`src/rtl/pfx_dec_pkg.sv`:
```
package pfx_dec_pkg;

  localparam int BYTE_W = 8;
  localparam int NIB_W  = BYTE_W / 2;
  localparam int FLAG_W = 6;
  localparam int DISP_W = BYTE_W + NIB_W;
  localparam int ADDR_W = DISP_W + BYTE_W;
  localparam int E_POS  = 4;
  localparam logic [BYTE_W-1:0] OP_MASK = 8'hFC;

  typedef enum logic [1:0] {
    CLS_NONE = 2'd0,
    CLS_F1   = 2'd1,
    CLS_F2   = 2'd2,
    CLS_F34  = 2'd3
  } op_class_e;

  typedef enum logic [1:0] {
    FMT_1 = 2'd0,
    FMT_2 = 2'd1,
    FMT_3 = 2'd2,
    FMT_4 = 2'd3
  } fmt_e;

  typedef enum logic [1:0] {
    ST_OP = 2'd0,
    ST_B1 = 2'd1,
    ST_B2 = 2'd2,
    ST_B3 = 2'd3
  } gather_e;

  // Base opcode map.
  function automatic op_class_e base_class(input logic [BYTE_W-1:0] b,
                                           input logic [BYTE_W-1:0] pre_op,
                                           input logic [BYTE_W-1:0] nop_op,
                                           input logic [BYTE_W-1:0] halt_op);
    if (b == pre_op || b == nop_op || b == halt_op) return CLS_F1;
    if (b == 8'hC0 || b == 8'hC4 || b == 8'hC8 ||
        b == 8'hF0 || b == 8'hF4 || b == 8'hF8) return CLS_F1;
    if (b[1:0] == 2'b00 && b >= 8'h90 && b <= 8'hB8) return CLS_F2;
    if (b[1:0] == 2'b00 &&
        (b <= 8'h88 || (b >= 8'hD0 && b <= 8'hE0) || b == 8'hE8 || b == 8'hEC))
      return CLS_F34;
    return CLS_NONE;
  endfunction

  // Extended opcode map: vector operations only.
  function automatic op_class_e ext_class(input logic [BYTE_W-1:0] b);
    case (b)
      8'h90, 8'h94, 8'h98, 8'h9C:                 return CLS_F2;
      8'h18, 8'h1C, 8'h20, 8'h24,
      8'h00, 8'h04, 8'h68,
      8'h0C, 8'h7C, 8'h84:                        return CLS_F34;
      default:                                    return CLS_NONE;
    endcase
  endfunction

  function automatic logic [ADDR_W-1:0] mem_addr(input fmt_e f,
                                                 input logic [BYTE_W-1:0] b1,
                                                 input logic [BYTE_W-1:0] b2,
                                                 input logic [BYTE_W-1:0] b3);
    if (f == FMT_4) return {b1[NIB_W-1:0], b2, b3};
    return {{BYTE_W{1'b0}}, b1[NIB_W-1:0], b2};
  endfunction

endpackage

```
`src/rtl/pfx_map_rom.sv`:
```
module pfx_map_rom
  import pfx_dec_pkg::*;
#(
  parameter bit                EXT_MAP = 1'b0,
  parameter logic [BYTE_W-1:0] PRE_OP  = 8'hEE,
  parameter logic [BYTE_W-1:0] NOP_OP  = 8'hF1,
  parameter logic [BYTE_W-1:0] HALT_OP = 8'hF2
) (
  input  logic [BYTE_W-1:0] full_byte,
  input  logic [BYTE_W-1:0] masked_byte,
  output op_class_e         full_cls,
  output op_class_e         masked_cls
);

  generate
    if (EXT_MAP) begin : g_ext
      assign full_cls   = ext_class(full_byte);
      assign masked_cls = ext_class(masked_byte);
    end else begin : g_base
      assign full_cls   = base_class(full_byte, PRE_OP, NOP_OP, HALT_OP);
      assign masked_cls = base_class(masked_byte, PRE_OP, NOP_OP, HALT_OP);
    end
  endgenerate

endmodule

```
`src/rtl/pfx_classify.sv`:
```
module pfx_classify
  import pfx_dec_pkg::*;
#(
  parameter logic [BYTE_W-1:0] PRE_OP  = 8'hEE,
  parameter logic [BYTE_W-1:0] NOP_OP  = 8'hF1,
  parameter logic [BYTE_W-1:0] HALT_OP = 8'hF2
) (
  input  logic [BYTE_W-1:0] byte_in,
  input  logic              ext_sel,
  output logic              is_f1,
  output logic              is_f2,
  output logic              is_inv,
  output logic              is_prefix,
  output logic              is_nop,
  output logic              is_halt
);

  localparam int N_MAPS = 2;

  logic [BYTE_W-1:0] masked;
  op_class_e         full_c   [N_MAPS];
  op_class_e         masked_c [N_MAPS];
  op_class_e         sel_full;
  op_class_e         sel_masked;
  logic              is_mem;

  assign masked = byte_in & OP_MASK;

  // Both maps are looked up in parallel; the armed prefix picks one.
  for (genvar m = 0; m < N_MAPS; m++) begin : g_map
    pfx_map_rom #(
      .EXT_MAP (m == 1),
      .PRE_OP  (PRE_OP),
      .NOP_OP  (NOP_OP),
      .HALT_OP (HALT_OP)
    ) rom_i (
      .full_byte   (byte_in),
      .masked_byte (masked),
      .full_cls    (full_c[m]),
      .masked_cls  (masked_c[m])
    );
  end

  assign sel_full   = ext_sel ? full_c[1]   : full_c[0];
  assign sel_masked = ext_sel ? masked_c[1] : masked_c[0];

  // Full byte decides first; the masked opcode only matters for memory forms.
  always_comb begin
    is_f1  = (sel_full == CLS_F1);
    is_f2  = (sel_full == CLS_F2);
    is_mem = !is_f1 && !is_f2 && (sel_masked == CLS_F34);
    is_inv = !(is_f1 || is_f2 || is_mem);
  end

  assign is_prefix = !ext_sel && is_f1 && (byte_in == PRE_OP);
  assign is_nop    = !ext_sel && is_f1 && (byte_in == NOP_OP);
  assign is_halt   = !ext_sel && is_f1 && (byte_in == HALT_OP);

endmodule

```
`src/rtl/pfx_field_extract.sv`:
```
module pfx_field_extract
  import pfx_dec_pkg::*;
(
  input  fmt_e              fmt,
  input  logic [BYTE_W-1:0] b0,
  input  logic [BYTE_W-1:0] b1,
  input  logic [BYTE_W-1:0] b2,
  input  logic [BYTE_W-1:0] b3,
  output logic [BYTE_W-1:0] opcode,
  output logic [NIB_W-1:0]  r1,
  output logic [NIB_W-1:0]  r2,
  output logic [FLAG_W-1:0] flags,
  output logic [ADDR_W-1:0] addr
);

  always_comb begin
    opcode = b0;
    r1     = '0;
    r2     = '0;
    flags  = '0;
    addr   = '0;
    case (fmt)
      FMT_2: begin
        r1 = b1[BYTE_W-1:NIB_W];
        r2 = b1[NIB_W-1:0];
      end
      FMT_3, FMT_4: begin
        opcode = b0 & OP_MASK;
        flags  = {b0[1:0], b1[BYTE_W-1:NIB_W]};
        addr   = mem_addr(fmt, b1, b2, b3);
      end
      default: ;
    endcase
  end

endmodule

```
`src/rtl/pfx_fmt_decoder.sv`:
```
module pfx_fmt_decoder
  import pfx_dec_pkg::*;
#(
  parameter logic [7:0] PRE_OP  = 8'hEE,
  parameter logic [7:0] NOP_OP  = 8'hF1,
  parameter logic [7:0] HALT_OP = 8'hF2
) (
  input  logic        clk,
  input  logic        rst,
  input  logic        fetch_valid,
  input  logic [7:0]  fetch_byte,
  output logic        fetch_ready,
  output logic        dec_valid,
  output logic        dec_ext_map,
  output logic [1:0]  dec_fmt,
  output logic [7:0]  dec_opcode,
  output logic [3:0]  dec_r1,
  output logic [3:0]  dec_r2,
  output logic [5:0]  dec_flags,
  output logic [19:0] dec_addr,
  output logic        dec_invalid,
  output logic        dec_halt,
  output logic        dec_nop,
  output logic        dec_prefix,
  output logic        halted
);

  gather_e           state_q, state_d;
  logic [BYTE_W-1:0] b0_q, b1_q, b2_q;
  logic              kind_f2_q;
  logic              pending_q;
  logic              halted_q;

  // Named events.
  logic accept;
  logic emit;
  fmt_e emit_fmt;
  logic [BYTE_W-1:0] e_b0, e_b1, e_b2, e_b3;
  logic emit_inv, emit_pre, emit_nop, emit_halt;

  logic c_f1, c_f2, c_inv, c_pre, c_nop, c_halt;

  logic [BYTE_W-1:0] x_opcode;
  logic [NIB_W-1:0]  x_r1, x_r2;
  logic [FLAG_W-1:0] x_flags;
  logic [ADDR_W-1:0] x_addr;

  fmt_e dec_fmt_q;

  assign fetch_ready = !halted_q;
  assign accept      = fetch_valid && fetch_ready;
  assign halted      = halted_q;
  assign dec_fmt     = dec_fmt_q;

  pfx_classify #(
    .PRE_OP  (PRE_OP),
    .NOP_OP  (NOP_OP),
    .HALT_OP (HALT_OP)
  ) cls_i (
    .byte_in   (fetch_byte),
    .ext_sel   (pending_q),
    .is_f1     (c_f1),
    .is_f2     (c_f2),
    .is_inv    (c_inv),
    .is_prefix (c_pre),
    .is_nop    (c_nop),
    .is_halt   (c_halt)
  );

  always_comb begin
    state_d   = state_q;
    emit      = 1'b0;
    emit_fmt  = FMT_1;
    e_b0      = b0_q;
    e_b1      = '0;
    e_b2      = '0;
    e_b3      = '0;
    emit_inv  = 1'b0;
    emit_pre  = 1'b0;
    emit_nop  = 1'b0;
    emit_halt = 1'b0;
    if (accept) begin
      case (state_q)
        ST_OP: begin
          e_b0 = fetch_byte;
          if (c_inv) begin
            emit     = 1'b1;
            emit_inv = 1'b1;
          end else if (c_f1) begin
            emit      = 1'b1;
            emit_pre  = c_pre;
            emit_nop  = c_nop;
            emit_halt = c_halt;
          end else begin
            state_d = ST_B1;
          end
        end
        ST_B1: begin
          if (kind_f2_q) begin
            emit     = 1'b1;
            emit_fmt = FMT_2;
            e_b1     = fetch_byte;
            state_d  = ST_OP;
          end else begin
            state_d = ST_B2;
          end
        end
        ST_B2: begin
          if (b1_q[E_POS]) begin
            state_d = ST_B3;
          end else begin
            emit     = 1'b1;
            emit_fmt = FMT_3;
            e_b1     = b1_q;
            e_b2     = fetch_byte;
            state_d  = ST_OP;
          end
        end
        default: begin
          emit     = 1'b1;
          emit_fmt = FMT_4;
          e_b1     = b1_q;
          e_b2     = b2_q;
          e_b3     = fetch_byte;
          state_d  = ST_OP;
        end
      endcase
    end
  end

  pfx_field_extract fx_i (
    .fmt    (emit_fmt),
    .b0     (e_b0),
    .b1     (e_b1),
    .b2     (e_b2),
    .b3     (e_b3),
    .opcode (x_opcode),
    .r1     (x_r1),
    .r2     (x_r2),
    .flags  (x_flags),
    .addr   (x_addr)
  );

  always_ff @(posedge clk) begin
    if (rst) begin
      state_q     <= ST_OP;
      b0_q        <= '0;
      b1_q        <= '0;
      b2_q        <= '0;
      kind_f2_q   <= 1'b0;
      pending_q   <= 1'b0;
      halted_q    <= 1'b0;
      dec_valid   <= 1'b0;
      dec_ext_map <= 1'b0;
      dec_fmt_q   <= FMT_1;
      dec_opcode  <= '0;
      dec_r1      <= '0;
      dec_r2      <= '0;
      dec_flags   <= '0;
      dec_addr    <= '0;
      dec_invalid <= 1'b0;
      dec_halt    <= 1'b0;
      dec_nop     <= 1'b0;
      dec_prefix  <= 1'b0;
    end else begin
      state_q   <= state_d;
      dec_valid <= emit;
      if (accept) begin
        case (state_q)
          ST_OP: begin
            b0_q      <= fetch_byte;
            kind_f2_q <= c_f2;
          end
          ST_B1:   b1_q <= fetch_byte;
          ST_B2:   b2_q <= fetch_byte;
          default: ;
        endcase
      end
      if (emit) begin
        dec_ext_map <= pending_q;
        dec_fmt_q   <= emit_fmt;
        dec_opcode  <= x_opcode;
        dec_r1      <= x_r1;
        dec_r2      <= x_r2;
        dec_flags   <= x_flags;
        dec_addr    <= x_addr;
        dec_invalid <= emit_inv;
        dec_halt    <= emit_halt;
        dec_nop     <= emit_nop;
        dec_prefix  <= emit_pre;
        // One-shot map switch: only a prefix leaves the extended map armed.
        pending_q   <= emit_pre;
        if (emit_halt) halted_q <= 1'b1;
      end
    end
  end

  // halt is sticky and silences the decoder.
  p_halt_sticky_r11: assert property (@(posedge clk) disable iff (rst)
    halted_q |=> halted_q);
  p_quiet_after_halt_r11: assert property (@(posedge clk) disable iff (rst)
    (halted_q && $past(halted_q)) |-> !dec_valid);
  p_halt_flag_r11: assert property (@(posedge clk) disable iff (rst)
    (dec_valid && dec_halt) |-> halted_q);
  // a decoded prefix arms the extended map.
  p_prefix_arms_r8: assert property (@(posedge clk) disable iff (rst)
    (dec_valid && dec_prefix) |-> pending_q);
  // any other record disarms it.
  p_one_shot_r10: assert property (@(posedge clk) disable iff (rst)
    (dec_valid && !dec_prefix) |-> !pending_q);
  // base-only one-byte specials never decode in the extended map.
  p_ext_no_specials_r9: assert property (@(posedge clk) disable iff (rst)
    (dec_valid && dec_ext_map) |-> !(dec_prefix || dec_halt || dec_nop));
  // an invalid record has the one-byte shape and no other kind.
  p_invalid_shape_r7: assert property (@(posedge clk) disable iff (rst)
    (dec_valid && dec_invalid) |->
      (dec_fmt == 2'd0 && dec_flags == '0 && dec_addr == '0 && dec_r1 == '0));
  p_kind_onehot_r7: assert property (@(posedge clk) disable iff (rst)
    dec_valid |-> $onehot0({dec_invalid, dec_halt, dec_nop, dec_prefix}));
  // a three-byte form carries a short displacement only.
  p_short_disp_r5: assert property (@(posedge clk) disable iff (rst)
    (dec_valid && dec_fmt == 2'd2) |-> (dec_addr[ADDR_W-1:DISP_W] == '0));
  // a record follows a taken byte.
  p_rec_after_take_r12: assert property (@(posedge clk) disable iff (rst)
    dec_valid |-> $past(accept));

endmodule

```
`config.mk`:
```
export PLATFORM = sky130hd
export DESIGN_NAME = pfx_fmt_decoder
export DESIGN_NICKNAME = d
export VERILOG_FILES = /design/src/rtl/pfx_dec_pkg.sv /design/src/rtl/pfx_map_rom.sv /design/src/rtl/pfx_classify.sv /design/src/rtl/pfx_field_extract.sv /design/src/rtl/pfx_fmt_decoder.sv
export SDC_FILE = /design/constraint.sdc
export NUM_CORES = 1
export LEC_CHECK = 0
export ABC_AREA = 1
export BUFFER_PORTS_ARGS = -buffer_cell sky130_fd_sc_hd__buf_2
export CAP_MARGIN = 10
export CORE_UTILIZATION = 50
export CTS_CLUSTER_SIZE = 40
export DETAILED_ROUTE_END_ITERATION = 7
export PLACE_DENSITY_LB_ADDON = 0.1
export SYNTH_ARGS = -nofsm -noshare
export SYNTH_HDL_FRONTEND = slang
export SYNTH_SLANG_ARGS = --single-unit
```
`constraint.sdc`:
```
create_clock -name clk -period 3 [get_ports clk]
set_input_delay 0.45 -clock clk [delete_from_list [all_inputs] [get_ports clk]]
set_output_delay 0.45 -clock clk [all_outputs]
set_load 0.02 [all_outputs]
```
==> flow_metrics.py <==
metrics = {
    "global_routing": {
        "grt_pass1_vias": 2964,
        "grt_pass1_wl_mm": 14.26,
        "grt_usage_pct": 25.24,
        "antenna_found_initial": 0,
        "overflow": 0,
        "grt_max_degree": 45,
    },
    "floorplanning": {
        "die-area_um2": 7230,
        "rows": 29,
        "coreArea_um2": 6495,
        "start_util_pct": 53.07,
        "die_width_um": 85.03,
        "num_io_pins": 63,
        "die-height_um": 85.03,
    },
    "detailed_routing": {
        "vias": 3234,
        "routed-wl-met3_um": 352,
        "dr_wl_met2_mm": 4.286,
        "wl_mm": 8.513,
        "drc": 0,
        "firstDrtPassIters": 4,
        "drt-initial-drc-count": 157,
        "ant_nets": 0,
        "viasPerCell": 5.199,
        "route.top_layer_used": "met4",
        "wl_per_cell_um": 13.69,
        "wl_met1_mm": 3.794,
    },
    "synthesis": {
        "postSynthAreaPerCell_um2": 7.272,
        "synth_nets": 487,
        "netlist_area_um2": 3447,
        "ys_seq_area_share_pct": 45.30,
        "synth_warnings": 0,
        "synthCells": 474,
        "ys_types": 30,
        "synth-seq-cells": 78,
    },
    "placed_design": {
        "hpwl_mm": 6.118,
        "place_area_um2": 3852,
        "dp_slack_ns": 0.1074,
        "io_buffers": 62,
        "dp.cells": 606,
        "gp_congestion": 0.8942,
    },
    "power_and_ir_drop": {
        "power_density_nw_per_um2": 531.8,
        "p_total_mw": 2.144,
        "peakVddDrop_mv": 0.3423,
        "p_leak_nw": 1.773,
    },
    "worst_setup_path": {
        "worstSetupEndpointType": "flop",
        "required_ns": 3.28,
        "critPathKind": "input port to flop",
        "path_max_fanout": 15,
        "arrival_ns": 2.83,
        "critPathLaunchType": "input port",
    },
    "cts": {
        "cts.sinks": 78,
        "cts_resized": 0,
        "ctsLongestPathBuffers": 2,
        "clk_latency_ns": 0.36,
        "tritoncts": "yes",
        "post_cts_buffers": 0,
        "cts.htree.levels": 3,
        "hold_buffers": 0,
        "clock-root-buffer": "clkbuf_8",
        "cts-buffers-inserted": 9,
        "path_clk_slew_ns": 0.08,
    },
    "final_layout": {
        "final_nets": 553,
        "postLayoutCellArea_um2": 4031,
        "area_growth_syn_to_layout_pct": 16.95,
        "final_common_cell": "nand2_1",
        "drive_gt1_share_pct": 23.67,
        "final_cell_mix": "nand2_1, dfxtp_1, nor2_1",
        "final-instance-count-excl-fill": 622,
        "antenna_cells": 0,
        "fill_cells": 645,
    },
    "timing": {
        "min_period_ns": 2.548,
        "tns_ns": 0,
        "finalSetupViolations": 0,
        "max_freq_mhz": 392.4,
        "worst_pin_slew_ns": 0.5201,
        "fin_crit_sh_pct": 84.94,
        "rsz0062_at_grt": "no",
        "slew_violations": 0,
        "fin_skew_ns": 0.01133,
        "slew_headroom_pct": 65.33,
        "finalWorstSetupSlack_ns": 0.4518,
        "hold_viol_final": 0,
    },
    "worst_hold_path": {
        "hold_path_class": "input port to flop",
    },
    "flow_run": {
        "drv_cap": 0,
    },
    "run_status": {
        "status": "finished clean",
    },
}
critical path, cell delays in order:
cell and delay, ns:
buf_2 0.19, inv_2 0.14, nand2_1 0.08, nor2_1 0.04, o21ai_0 0.20, nand3_1 0.10
o21ai_0 0.16, nand2_1 0.08, o21ai_0 0.22, ha_1 0.31, nand3_2 0.13, nand3_4 0.14
nand2_4 0.12, buf_4 0.24, nand2_1 0.08, a21oi_1 0.13
cell families after synthesis:
group	synth area share (%)
simple gates	30.64
fa+ha+maj	0.7258
compound gates	16.08
flops	45.30
buf+inv	7.259
stage by stage:
stage / hold slack, ns / utilization [%]
floorplan: 0.4448 / -
global placement: 0.4433 / 59.31
detailed placement: 0.4473 / 59.31
CTS: 0.4399 / 62.07
global route: 0.4656 / 62.07
finish: 0.4515 / 62.07
per-layer routing:
layer  global-route usage, %  up-vias
li1                        -     1680
met1                   31.56     1463
met2                   44.28       82
met3                   5.253        9
met4                   6.471        0
met5                       0        -
state kept, by name, summed over array words and instances (netlist names), 2 cells and up:
signal	flops
b0_q	8
b1_q	8
b2_q	8
dec_addr	20
dec_flags	6
dec_fmt	2
dec_opcode	8
dec_r1	4
dec_r2	4
state_q	2
cells in the mapped netlist:
library cell / n / share of area [%]
nor2_2: 1 / 0.18
nand2_4: 1 / 0.33
nand2_1: 116 / 13
a21o_1: 1 / 0.22
nor3_1: 3 / 0.44
nand4_1: 3 / 0.54
o21ai_0: 18 / 2.6
o2111ai_1: 2 / 0.51
nor2_4: 3 / 0.98
dfxtp_1: 78 / 45
buf_6: 3 / 0.98
and3_1: 1 / 0.18
or3_1: 1 / 0.18
o211ai_1: 3 / 0.65
clkbuf_1: 14 / 1.5
o22ai_1: 1 / 0.18
a21oi_2: 10 / 2.5
buf_2: 2 / 0.29
nand2_2: 11 / 2.0
a211oi_1: 15 / 3.3
o21ai_1: 6 / 0.87
nor2_1: 75 / 8.2
inv_1: 28 / 3.0
ha_1: 2 / 0.73
nand3_2: 2 / 0.58
nand3_4: 1 / 0.51
inv_2: 9 / 0.98
a21oi_1: 36 / 5.2
nand3_1: 27 / 3.9
buf_8: 1 / 0.44
power breakdown:
part | total [mW] | switching (mW) | internal (mW) | leakage [nW]
clock | 0.732 | 0.422 | 0.310 | 0.0919
sequential | 1.10 | 0.0199 | 1.08 | 0.632
combinational | 0.317 | 0.219 | 0.0974 | 1.05
total | 2.14 | 0.661 | 1.48 | 1.77
path summary, 6_finish.rpt:
kind,startpoint,endpoint,slack [ns],depth (start not counted)
max reg2reg,state_q[1]$_SDFFE_PP0P_,dec_addr[10]$_SDFFE_PP0P_,0.81,11
max,fetch_byte[4],dec_addr[5]$_SDFFE_PP0P_,0.45,16
min reg2reg,dec_addr[13]$_SDFFE_PP0P_,dec_addr[13]$_SDFFE_PP0P_,0.46,2
min,fetch_byte[6],dec_r1[2]$_SDFFE_PP0P_,0.45,3
layout make-up:
type	count	area (µm²)	area share [%]
clock inverters	7	55.05	1.366
well taps	77	96.34	2.390
repair buffers	75	420.4	10.43
flip-flops and latches	78	1562	38.73
clock buffers	9	123.9	3.073
multi-input cells	339	1635	40.56
inverters	37	138.9	3.445
Power figures use the tool's default switching activity.
